$ cat config.mk
export PLATFORM = sky130hd
export DESIGN_NAME = cfg_hdr_check
export DESIGN_NICKNAME = d
export VERILOG_FILES = /design/src/rtl/cfg_hdr_pkg.sv /design/src/rtl/cfg_hdr_fields.sv /design/src/rtl/cfg_hdr_len.sv /design/src/rtl/cfg_hdr_check.sv
export SDC_FILE = /design/constraint.sdc
export NUM_CORES = 1
export LEC_CHECK = 0
export BUFFER_PORTS_ARGS = -buffer_cell sky130_fd_sc_hd__buf_2
export CAP_MARGIN = 20
export CORE_UTILIZATION = 53
export DETAILED_ROUTE_END_ITERATION = 8
export PLACE_DENSITY = 0.72
export SYNTH_ARGS = -nofsm -noshare
export SYNTH_HDL_FRONTEND = slang
export SYNTH_SLANG_ARGS = --single-unit
$ cat constraint.sdc
create_clock -name clk -period 3.8 [get_ports clk]
set_input_delay 0.57 -clock clk [delete_from_list [all_inputs] [get_ports clk]]
set_output_delay 0.57 -clock clk [all_outputs]
set_load 0.005 [all_outputs]
$ cat src/rtl/cfg_hdr_pkg.sv
package cfg_hdr_pkg;
  typedef enum logic [1:0] {
    ST_HDR  = 2'd0,
    ST_PAY  = 2'd1,
    ST_DONE = 2'd2,
    ST_ERR  = 2'd3
  } chk_state_e;
endpackage

$ cat src/rtl/cfg_hdr_fields.sv
// Offset decode for the header: which field the current byte belongs to,
// and whether a checked byte holds its expected value.
module cfg_hdr_fields #(
  parameter int unsigned MAGIC_BYTES = 4,
  parameter int unsigned SIG_BYTES   = 16,
  parameter int unsigned LEN_BYTES   = 4,
  parameter int unsigned HASH_OFS    = 464,
  parameter int unsigned HASH_BYTES  = 48,
  parameter int unsigned OFS_W       = 10,
  parameter logic [8*MAGIC_BYTES-1:0] MAGIC     = 32'h11223344,
  parameter logic [8*SIG_BYTES-1:0]   SIGNATURE = "CFGIMAGE-DEV-001"
) (
  input  logic [OFS_W-1:0] ofs,
  input  logic [7:0]       byte_in,
  output logic             is_chk,
  output logic             chk_match,
  output logic             is_len,
  output logic             is_len_last,
  output logic             is_hash,
  output logic             is_hdr_last
);
  localparam int unsigned CHK_BYTES = MAGIC_BYTES + SIG_BYTES;
  localparam int unsigned CHK_W     = $clog2(CHK_BYTES);
  localparam int unsigned TBL_N     = 2 ** CHK_W;
  localparam int unsigned HDR_BYTES = HASH_OFS + HASH_BYTES;

  localparam logic [OFS_W-1:0] CHK_END   = OFS_W'(CHK_BYTES);
  localparam logic [OFS_W-1:0] LEN_END   = OFS_W'(CHK_BYTES + LEN_BYTES);
  localparam logic [OFS_W-1:0] LEN_LAST  = OFS_W'(CHK_BYTES + LEN_BYTES - 1);
  localparam logic [OFS_W-1:0] HASH_BEG  = OFS_W'(HASH_OFS);
  localparam logic [OFS_W-1:0] HDR_LAST  = OFS_W'(HDR_BYTES - 1);

  logic [7:0]       exp_tbl [TBL_N];
  logic [CHK_W-1:0] idx;

  for (genvar g = 0; g < MAGIC_BYTES; g++) begin : g_magic
    assign exp_tbl[g] = MAGIC[8*(MAGIC_BYTES-1-g) +: 8];
  end
  for (genvar g = 0; g < SIG_BYTES; g++) begin : g_sig
    assign exp_tbl[MAGIC_BYTES+g] = SIGNATURE[8*(SIG_BYTES-1-g) +: 8];
  end
  for (genvar g = CHK_BYTES; g < TBL_N; g++) begin : g_pad
    assign exp_tbl[g] = 8'h00;
  end

  assign idx = ofs[CHK_W-1:0];

  always_comb begin
    is_chk      = (ofs < CHK_END);
    chk_match   = (exp_tbl[idx] == byte_in);
    is_len      = (ofs >= CHK_END) && (ofs < LEN_END);
    is_len_last = (ofs == LEN_LAST);
    is_hash     = (ofs >= HASH_BEG);
    is_hdr_last = (ofs == HDR_LAST);
  end
endmodule

$ cat src/rtl/cfg_hdr_len.sv
// Captures the payload length and counts down the forwarded payload bytes.
module cfg_hdr_len #(
  parameter int unsigned LEN_BYTES = 4,
  localparam int unsigned LEN_W    = 8 * LEN_BYTES
) (
  input  logic       clk,
  input  logic       rst_n,
  input  logic       cap_en,
  input  logic [7:0] cap_byte,
  input  logic       load,
  input  logic       dec,
  output logic       len_zero,
  output logic       last_beat
);
  logic [LEN_W-1:0] len_q, len_d;
  logic [LEN_W-1:0] rem_q, rem_d;
  logic [LEN_W-1:0] len_shift;

  assign len_shift = {len_q[LEN_W-9:0], cap_byte};
  assign len_zero  = (len_shift == '0);
  assign last_beat = (rem_q == LEN_W'(1));

  always_comb begin
    len_d = len_q;
    rem_d = rem_q;
    if (cap_en) len_d = len_shift;
    if (load)      rem_d = len_q;
    else if (dec)  rem_d = rem_q - LEN_W'(1);
  end

  always_ff @(posedge clk or negedge rst_n) begin
    if (!rst_n) begin
      len_q <= '0;
      rem_q <= '0;
    end else begin
      if (cap_en)      len_q <= len_d;
      if (load || dec) rem_q <= rem_d;
    end
  end
endmodule

$ cat src/rtl/cfg_hdr_check.sv
module cfg_hdr_check
  import cfg_hdr_pkg::*;
#(
  parameter int unsigned MAGIC_BYTES = 4,
  parameter int unsigned SIG_BYTES   = 16,
  parameter int unsigned LEN_BYTES   = 4,
  parameter int unsigned HASH_OFS    = 464,
  parameter int unsigned HASH_BYTES  = 48,
  parameter logic [8*MAGIC_BYTES-1:0] MAGIC     = 32'h11223344,
  parameter logic [8*SIG_BYTES-1:0]   SIGNATURE = "CFGIMAGE-DEV-001",
  localparam int unsigned HDR_BYTES = HASH_OFS + HASH_BYTES,
  localparam int unsigned OFS_W     = $clog2(HDR_BYTES + 1)
) (
  input  logic             clk,
  input  logic             rst_n,
  input  logic [7:0]       in_data,
  input  logic             in_valid,
  output logic             in_ready,
  output logic [7:0]       out_data,
  output logic             out_valid,
  input  logic             out_ready,
  output logic             hash_byte,
  output logic             hdr_ok,
  output logic             done,
  output logic             err,
  output logic [OFS_W-1:0] hash_ofs,
  output logic [OFS_W-1:0] hash_len
);
  // reset: asynchronous assertion, synchronous release
  logic [1:0] rst_sync_q;
  logic       rst_q_n;

  always_ff @(posedge clk or negedge rst_n) begin
    if (!rst_n) rst_sync_q <= 2'b00;
    else        rst_sync_q <= {rst_sync_q[0], 1'b1};
  end
  assign rst_q_n = rst_sync_q[1];

  chk_state_e       state_q, state_d;
  logic [OFS_W-1:0] ofs_q, ofs_d;
  logic             ofs_en;
  logic             beat;

  logic f_chk, f_match, f_len, f_len_last, f_hash, f_hdr_last;
  logic len_zero, last_beat;
  logic hdr_beat, pay_beat, len_load;

  cfg_hdr_fields #(
    .MAGIC_BYTES (MAGIC_BYTES),
    .SIG_BYTES   (SIG_BYTES),
    .LEN_BYTES   (LEN_BYTES),
    .HASH_OFS    (HASH_OFS),
    .HASH_BYTES  (HASH_BYTES),
    .OFS_W       (OFS_W),
    .MAGIC       (MAGIC),
    .SIGNATURE   (SIGNATURE)
  ) i_fields (
    .ofs         (ofs_q),
    .byte_in     (in_data),
    .is_chk      (f_chk),
    .chk_match   (f_match),
    .is_len      (f_len),
    .is_len_last (f_len_last),
    .is_hash     (f_hash),
    .is_hdr_last (f_hdr_last)
  );

  cfg_hdr_len #(
    .LEN_BYTES (LEN_BYTES)
  ) i_len (
    .clk       (clk),
    .rst_n     (rst_q_n),
    .cap_en    (hdr_beat && f_len),
    .cap_byte  (in_data),
    .load      (len_load),
    .dec       (pay_beat),
    .len_zero  (len_zero),
    .last_beat (last_beat)
  );

  // handshake: downstream readiness gates every byte taken from the input
  assign in_ready  = out_ready && ((state_q == ST_HDR) || (state_q == ST_PAY));
  assign beat      = in_valid && in_ready;
  assign hdr_beat  = beat && (state_q == ST_HDR);
  assign pay_beat  = beat && (state_q == ST_PAY);
  assign out_valid = in_valid && (state_q == ST_PAY);
  assign out_data  = in_data;
  assign hash_byte = hdr_beat && f_hash;

  assign hdr_ok   = (state_q == ST_PAY) || (state_q == ST_DONE);
  assign done     = (state_q == ST_DONE);
  assign err      = (state_q == ST_ERR);
  assign hash_ofs = OFS_W'(HASH_OFS);
  assign hash_len = OFS_W'(HASH_BYTES);

  always_comb begin
    state_d  = state_q;
    ofs_d    = ofs_q;
    ofs_en   = 1'b0;
    len_load = 1'b0;
    unique case (state_q)
      ST_HDR: begin
        if (hdr_beat) begin
          ofs_en = 1'b1;
          ofs_d  = ofs_q + OFS_W'(1);
          if ((f_chk && !f_match) || (f_len_last && len_zero)) begin
            state_d = ST_ERR;
          end else if (f_hdr_last) begin
            state_d  = ST_PAY;
            len_load = 1'b1;
          end
        end
      end
      ST_PAY: begin
        if (pay_beat && last_beat) state_d = ST_DONE;
      end
      ST_DONE: state_d = ST_DONE;
      ST_ERR:  state_d = ST_ERR;
      default: state_d = ST_ERR;
    endcase
  end

  always_ff @(posedge clk or negedge rst_q_n) begin
    if (!rst_q_n) begin
      state_q <= ST_HDR;
      ofs_q   <= '0;
    end else begin
      state_q <= state_d;
      if (ofs_en) ofs_q <= ofs_d;
    end
  end
endmodule

==> reports/metrics.csv, run 1 <==
stage;metric;value;unit
floorplanning;die_area;8770;sq um
placed_design;port-buffer-count;25;
placed_design;dpl_cell_area;4520;sq um
hold_path;hp-start;rst_sync_q[0];
hold_path;hp-class;flop to flop;
route;num_vias;3155;
finish;nNetsFinal;475;
timing;relSlewSlack;34.8;%
hold_path;hold_end;rst_sync_q[1];
global_routing;grt_max_degree;77;
global_routing;grt_usage;22.4;%
route;vias_per_cell;5.63;
global_routing;grt_pass1_wl;15000;um
clocking;cts_tree;yes;
worst_setup_path;critPathLaunchType;flop;
synthesis;synth.area.top_cells;dfrtp_1, xnor2_1, mux2_2, buf_4, nand2_1;
timing;finalMaxSlewViolations;0;
worst_setup_path;required;4080;ps
route;ant_nets;0;
floorplanning;core_area;8180;sq um
finish;mostFrequentLayoutCell;dfrtp_1;
timing;worst_slack;1060;ps
synthesis;synth_cells;435;
worst_setup_path;cp_slowest_cell;nor4bb_1;
clocking;cts.sinks;78;
worst_setup_path;cp_cell_sequence;inv_1 -> ha_1 -> nor4bb_1 -> a221oi_2 -> xnor2_1 -> nor4_1 -> nand4b_1 -> and4_1 -> nor3_2;
floorplanning;die_x;93.6;um
worst_setup_path;reg2reg_from;ofs_q[0];
finish;finalInstanceArea;4730;sq um
run_status;outcome;complete, no violations;
floorplanning;pin_count;46;
synthesis;synth-edff-count;0;
route;wirelength;8940;um
synthesis;synth_cell_types;60;
floorplanning;start_util;54.4;%
worst_setup_path;reg2regPathDepth;9;
route;dr.first_iter.drc_count;144;
timing;tightest_slew;978;ps
finish;diodes;0;
clocking;htreeDepth;3;
synthesis;ys_seq_area_share;43.9;%
finish;final_cell_mix;dfrtp_1, nand2_1, xnor2_1;
synthesis;yosys.area.top_type;dfrtp_1;
run;maxCapViolCount;0;
placed_design;gp_congestion;0.859;
floorplanning;rows;33;
synthesis;netlist.area_leader.share;43.9;%
global_routing;antenna_found_initial;0;
timing;setup_viol;0;
global_routing;grt_overflow;0;
clocking;insertion_delay;350;ps
synthesis;avgSynthCellArea;10.2;sq um
worst_setup_path;critPathArrivalTime;3020;ps
timing;max_freq;365;MHz
synthesis;synth_warnings;0;
clocking;clk_pin_slew;80;ps
global_routing;grt_pass1_vias;3066;
worst_setup_path;r2r-end;state_q[0];
timing;fin_tns_setup;0;ps
worst_setup_path;crit_fanout;7;
worst_setup_path;rrSetupSlack;1060;ps
synthesis;ys_ff_latch;78;
worst_setup_path;crit_type;flop to flop;
route;drc;0;
floorplanning;die_y;93.6;um
finish;final_util;57.8;%
clocking;cts_made_buffers;9;
clocking;clock_path_buffers;2;
hold_path;hold_depth;0;
power_and_ir_drop;cellLeakagePower;2.20;nW
worst_setup_path;cp_slowest_stage_delay;490;ps
synthesis;netlist_area;4450;sq um
timing;finClkSkew;8.67;ps
route;wire_per_inst;16.0;um
clocking;root_buffer;clkbuf_8;
finish;area_growth;6.24;%
placed_design;place_ws;1140;ps
synthesis;async_flop_share;100;%
timing;rsz0062_at_grt;false;
worst_setup_path;end_kind;flop;
power_and_ir_drop;ir_worst_vdd;0.000235;V
power_and_ir_drop;power.density;320;nW/um^2
timing;post-route-min-period;2740;ps
placed_design;hpwl;6280;um
finish;drive_gt1_share;19.6;%
timing;post-route-period-util;72.1;%
timing;finalHoldViolCount;0;
synthesis;synth_top_flop_cell;dfrtp_1;
route;drt_first_pass_iters;6;
-- sequential cells by signal, indices dropped and copies added (netlist names) --
register / count
i_len.len_q: 32
i_len.rem_q: 32
ofs_q: 10
rst_sync_q: 2
state_q: 2
-- metrics by stage --
step                      hold WS [ps]  total power [mW]  std cells
after CTS                          364              1.52        560
after detailed placement           339             0.901        543
after floorplan                    274             0.899        454
after global routing               382              1.57        560
after global placement             344             0.901        543
final                              363              1.52        560
-- worst max path at each step --
stage | depth (start not counted) | slack (ps) | start | to
floorplan | 0 | 1470 | rst_sync_q[1] | i_len.len_q[0]
global placement | 9 | 1180 | ofs_q[0] | state_q[0]
detailed placement | 6 | 1140 | state_q[0] | i_len.rem_q[14]
CTS | 9 | 1060 | ofs_q[0] | state_q[0]
global route | 6 | 810 | state_q[0] | i_len.rem_q[14]
finish | 9 | 1060 | ofs_q[0] | state_q[0]
-- layer usage --
metal  track usage, %  share of wire [%]  up-vias
li1                 -                  -     1499
met3             2.93                2.6       11
met1             31.4                 48     1581
met5                0                  0        -
met4             7.69                1.5        0
met2             35.9                 48       64
-- Yosys cell counts (2+ instances only) --
cell and number:
and2_1 3, o21ai_0 16, a21oi_1 7, nor4_1 14, and3_1 2, nand2_1 44
a311oi_1 2, nor3_2 2, mux2_2 23, nor2_1 28, nor3b_1 2, o21ai_1 15
conb_1 2, or4_1 2, a22oi_1 2, ha_1 13, nand2b_1 4, a32oi_1 2
xor2_1 14, nor4_2 3, nor4_4 2, a31o_2 2, nand4_1 4, nor2b_1 2
clkbuf_1 7, mux2_1 13, or4_4 3, or3_4 3, nor3_1 7, buf_4 29
nand3_1 11, or2_1 2, xnor2_1 31, dfrtp_1 78, buf_2 5, inv_1 12
-- timing repair --
action,CTS,global route
setup buffers,0,0
endpoints found under the hold margin,2,0
hold buffers,1,0
gates resized for setup,0,0
-- cells by family (layout without fill, tap and decap cells) --
| logic type | Yosys count | after routing | share of synthesized area [%] |
|---|---|---|---|
| multiplexers | 37 | 37 | 9.33 |
| adder cells (fa/ha/maj) | 13 | 13 | 3.65 |
| flip-flops | 78 | 78 | 43.9 |
| other | 2 | 21 | 0.169 |
| XOR/XNOR | 45 | 45 | 8.86 |
| AO/OA/AOI/OAI | 57 | 57 | 7.96 |
| AND/OR/NAND/NOR | 149 | 149 | 19.0 |
| buffers and inverters | 54 | 55 | 7.14 |
-- critical path, delay by kind of cell (launching register included) --
kind,cells,cell delay (ps)
and+or+nand+nor,5,1500
DFF,1,480
adders and majority gates,1,280
buffers and inverters,1,190
xor gates and xnor gates,1,140
AOI/OAI and AO/OA,1,70
-- where the power goes --
part | internal (mW) | switching [mW] | total [mW]
Combinational | 0.0148 | 0.0219 | 0.0367
Clock | 0.322 | 0.309 | 0.630
Sequential | 0.831 | 0.0167 | 0.848
Total | 1.17 | 0.348 | 1.52
-- final cells by class --
type,instances,area [sq um]
clock inverters,5,58.8
clock buffers,11,141
flip-flops and latches,78,1960
inverters,12,45.0
multi-input cells,322,2250
repair buffers,27,143
well taps,105,131
fillers,711,3450
No activity file was read; power rests on OpenSTA's default activity.
==> run 2: changes to the inputs <==
==> constraint.sdc (replaced) <==
create_clock -name clk -period 2.66 [get_ports clk]
set_input_delay 0.399 -clock clk [delete_from_list [all_inputs] [get_ports clk]]
set_output_delay 0.399 -clock clk [all_outputs]
set_load 0.005 [all_outputs]
==> run 2 against run 1 <==
  * Register-to-register slack worse by 840 ps
  * Via count grew 0.25%
  * Critical path depth did not move
  * Sequential share of layout area is 0.82 points lower
  * First-iteration DRC count is 0.69% higher
  * Clock power increased by 67%
  * Wire length fell by 1.1%
  * Flip-flop and latch count did not move
  * Combinational power up 45%
  * Die area unchanged
  * Final area up 2.0%
  * Worst hold slack got worse by 40 ps
==> reports/metrics.csv, run 2 (synthesis gave the netlist of run 1 again) <==
stage;metric;value;unit;change
run;maxCapViolCount;0;;unchanged
finish;final_cells;566;;+1.1%
timing;finClkSkew;8.11;ps;-0.565 ps
floorplanning;rows;33;;unchanged
global_routing;grt_max_degree;77;;unchanged
floorplanning;die_area;8770;sq um;unchanged
global_routing;grt_overflow;0;;unchanged
clocking;clk_pin_slew;80;ps;about the same
timing;tightest_slew;969;ps;-9.06 ps
floorplanning;die_y;93.6;um;unchanged
worst_setup_path;crit_fanout;5;;-2
run_status;outcome;complete, no violations;;
finish;reg_top3;i_len.len_q: 32 flops, i_len.rem_q: 32 flops, ofs_q: 10 flops;;
timing;post-route-min-period;2450;ps;-296 ps
clocking;post_cts_resized;0;;unchanged
finish;nNetsFinal;481;;+1.3%
worst_setup_path;critPathLaunchType;flop;;
timing;relSlewSlack;35.4;%;+0.60 points
finish;diodes;0;;unchanged
worst_setup_path;cp_slowest_stage_delay;450;ps;-40 ps
global_routing;grt_pass1_wl;14500;um;-3.1%
route;dr.first_iter.drc_count;145;;+0.69%
worst_setup_path;cp_cell_sequence;inv_1 -> ha_1 -> nor4bb_1 -> a221oi_2 -> xnor2_1 -> nor4_1 -> nand4b_1 -> and4_1 -> nor3_2;;
worst_setup_path;end_kind;flop;;
timing;finalHoldViolCount;0;;unchanged
timing;setup_viol;0;;unchanged
floorplanning;pin_count;46;;unchanged
route;ant_nets;0;;unchanged
global_routing;use_met2;34.9;%;-1.0 points
floorplanning;start_util;54.4;%;unchanged
clocking;cts_made_buffers;9;;unchanged
timing;rsz0062_at_grt;false;;
power_and_ir_drop;ir_worst_vdd;0.000310;V;+32%
power_and_ir_drop;cellLeakagePower;2.25;nW;+2.3%
timing;fin_tns_setup;0;ps;unchanged
placed_design;numPlacedInstances;549;;+1.1%
power_and_ir_drop;power.density;480;nW/um^2;+50%
clocking;root_buffer;clkbuf_8;;
global_routing;use_met1;30.2;%;-1.2 points
route;drt_first_pass_iters;4;;-2
clocking;cts.sinks;78;;unchanged
global_routing;grt_usage;21.9;%;-0.47 points
finish;final_cell_mix;dfrtp_1, nand2_1, xnor2_1;;
clocking;clock_path_buffers;2;;unchanged
route;wire_per_inst;15.6;um;-2.1%
worst_setup_path;crit_type;flop to flop;;
finish;mostFrequentLayoutCell;dfrtp_1;;
global_routing;grt_pass1_vias;2896;;-5.5%
floorplanning;die_x;93.6;um;unchanged
global_routing;antenna_found_initial;0;;unchanged
route;wirelength;8840;um;-1.1%
global_routing;grtUsageMet3;4.96;%;+2.0 points
route;vias_per_cell;5.59;;-0.81%
timing;max_freq;409;MHz;+12%
floorplanning;core_area;8180;sq um;unchanged
placed_design;port-buffer-count;25;;unchanged
hold_path;hp-class;primary input to flop;;
global_routing;gr-max-usage-layer;met2;;
finish;drive_gt1_share;20.6;%;+1.0 points
timing;finalMaxSlewViolations;0;;unchanged
finish;area_growth;8.38;%;
route;drc;0;;unchanged
placed_design;gp_congestion;0.834;;-2.9%
route;num_vias;3163;;+0.25%
clocking;cts_tree;yes;;
worst_setup_path;required;2940;ps;-1140 ps
clocking;htreeDepth;3;;unchanged
timing;post-route-period-util;91.9;%;+20 points
placed_design;hpwl;6150;um;-2.2%
worst_setup_path;critPathArrivalTime;2730;ps;-290 ps
clocking;holdBufCountCts;1;;unchanged
clocking;cts_setup_buffers;0;;unchanged
clocking;insertion_delay;350;ps;about the same
worst_setup_path;cp_slowest_cell;nor4bb_1;;
run 2: cell types whose count changed in the layout (fill, tap and decap cells not counted), sizes merged:
cell    change
buf         +6
clkinv      -1
clkbuf      -1
bufinv      +2
run 2: cell type report:
type	instances	area [sq um]
inverters	12	45.0
fillers	691	3350
well taps	105	131
flip-flops and latches	78	1960
multi-input cells	322	2250
clock buffers	10	128
clock inverters	6	110
repair buffers	33	200
run 2: critical path: cells and delay by family, from the launching register on:
| kind | cells | cell delay, ps |
|---|---|---|
| xor gates and xnor gates | 1 | 150 |
| adders and majority gates | 1 | 260 |
| AOI/OAI and AO/OA | 1 | 70 |
| and+or+nand+nor | 5 | 1340 |
| DFF | 1 | 430 |
| buffers and inverters | 1 | 110 |
run 2: power by group:
| group | internal (mW) | total [mW] | switching, mW | leakage, nW |
|---|---|---|---|---|
| Clock | 0.622 | 1.05 | 0.431 | 0.112 |
| Combinational | 0.0211 | 0.0533 | 0.0322 | 1.07 |
| Sequential | 1.19 | 1.21 | 0.0242 | 1.06 |
| Total | 1.83 | 2.32 | 0.487 | 2.25 |
run 2: per-layer routing:
metal | up-vias | share of wire (%)
met1 | 1564 | 48
met2 | 76 | 47
met4 | 0 | 1.1
met3 | 8 | 4.3
met5 | - | 0
li1 | 1515 | -
run 2: final timing paths:
path	startpoint	to	slack, ps	depth (start not counted)
worst max-delay path	ofs_q[1]	state_q[0]	210	9
worst min-delay path	in_data[6]	i_len.len_q[6]	320	2
worst max register to register	ofs_q[1]	state_q[0]	210	9
worst min register to register	rst_sync_q[0]	rst_sync_q[1]	360	0
max in group asynchronous	rst_sync_q[1]	i_len.len_q[28]	1550	0
min in group asynchronous	rst_n	rst_sync_q[1]	350	2
run 2: stage by stage:
step           total power [mW]  hold WS [ps]  utilization (%)  worst slack, ps  cell area (sq um)
2_1_floorplan              1.28           103                -              327               4520
3_3_place_gp               1.29           183             56.0              394               4580
3_5_place_dp               1.29           187             56.0              247               4580
4_1_cts                    2.34           308             59.0              220               4820
5_1_grt                    2.40           318             59.0             47.8               4820
6_report                   2.32           323             59.0              215               4820
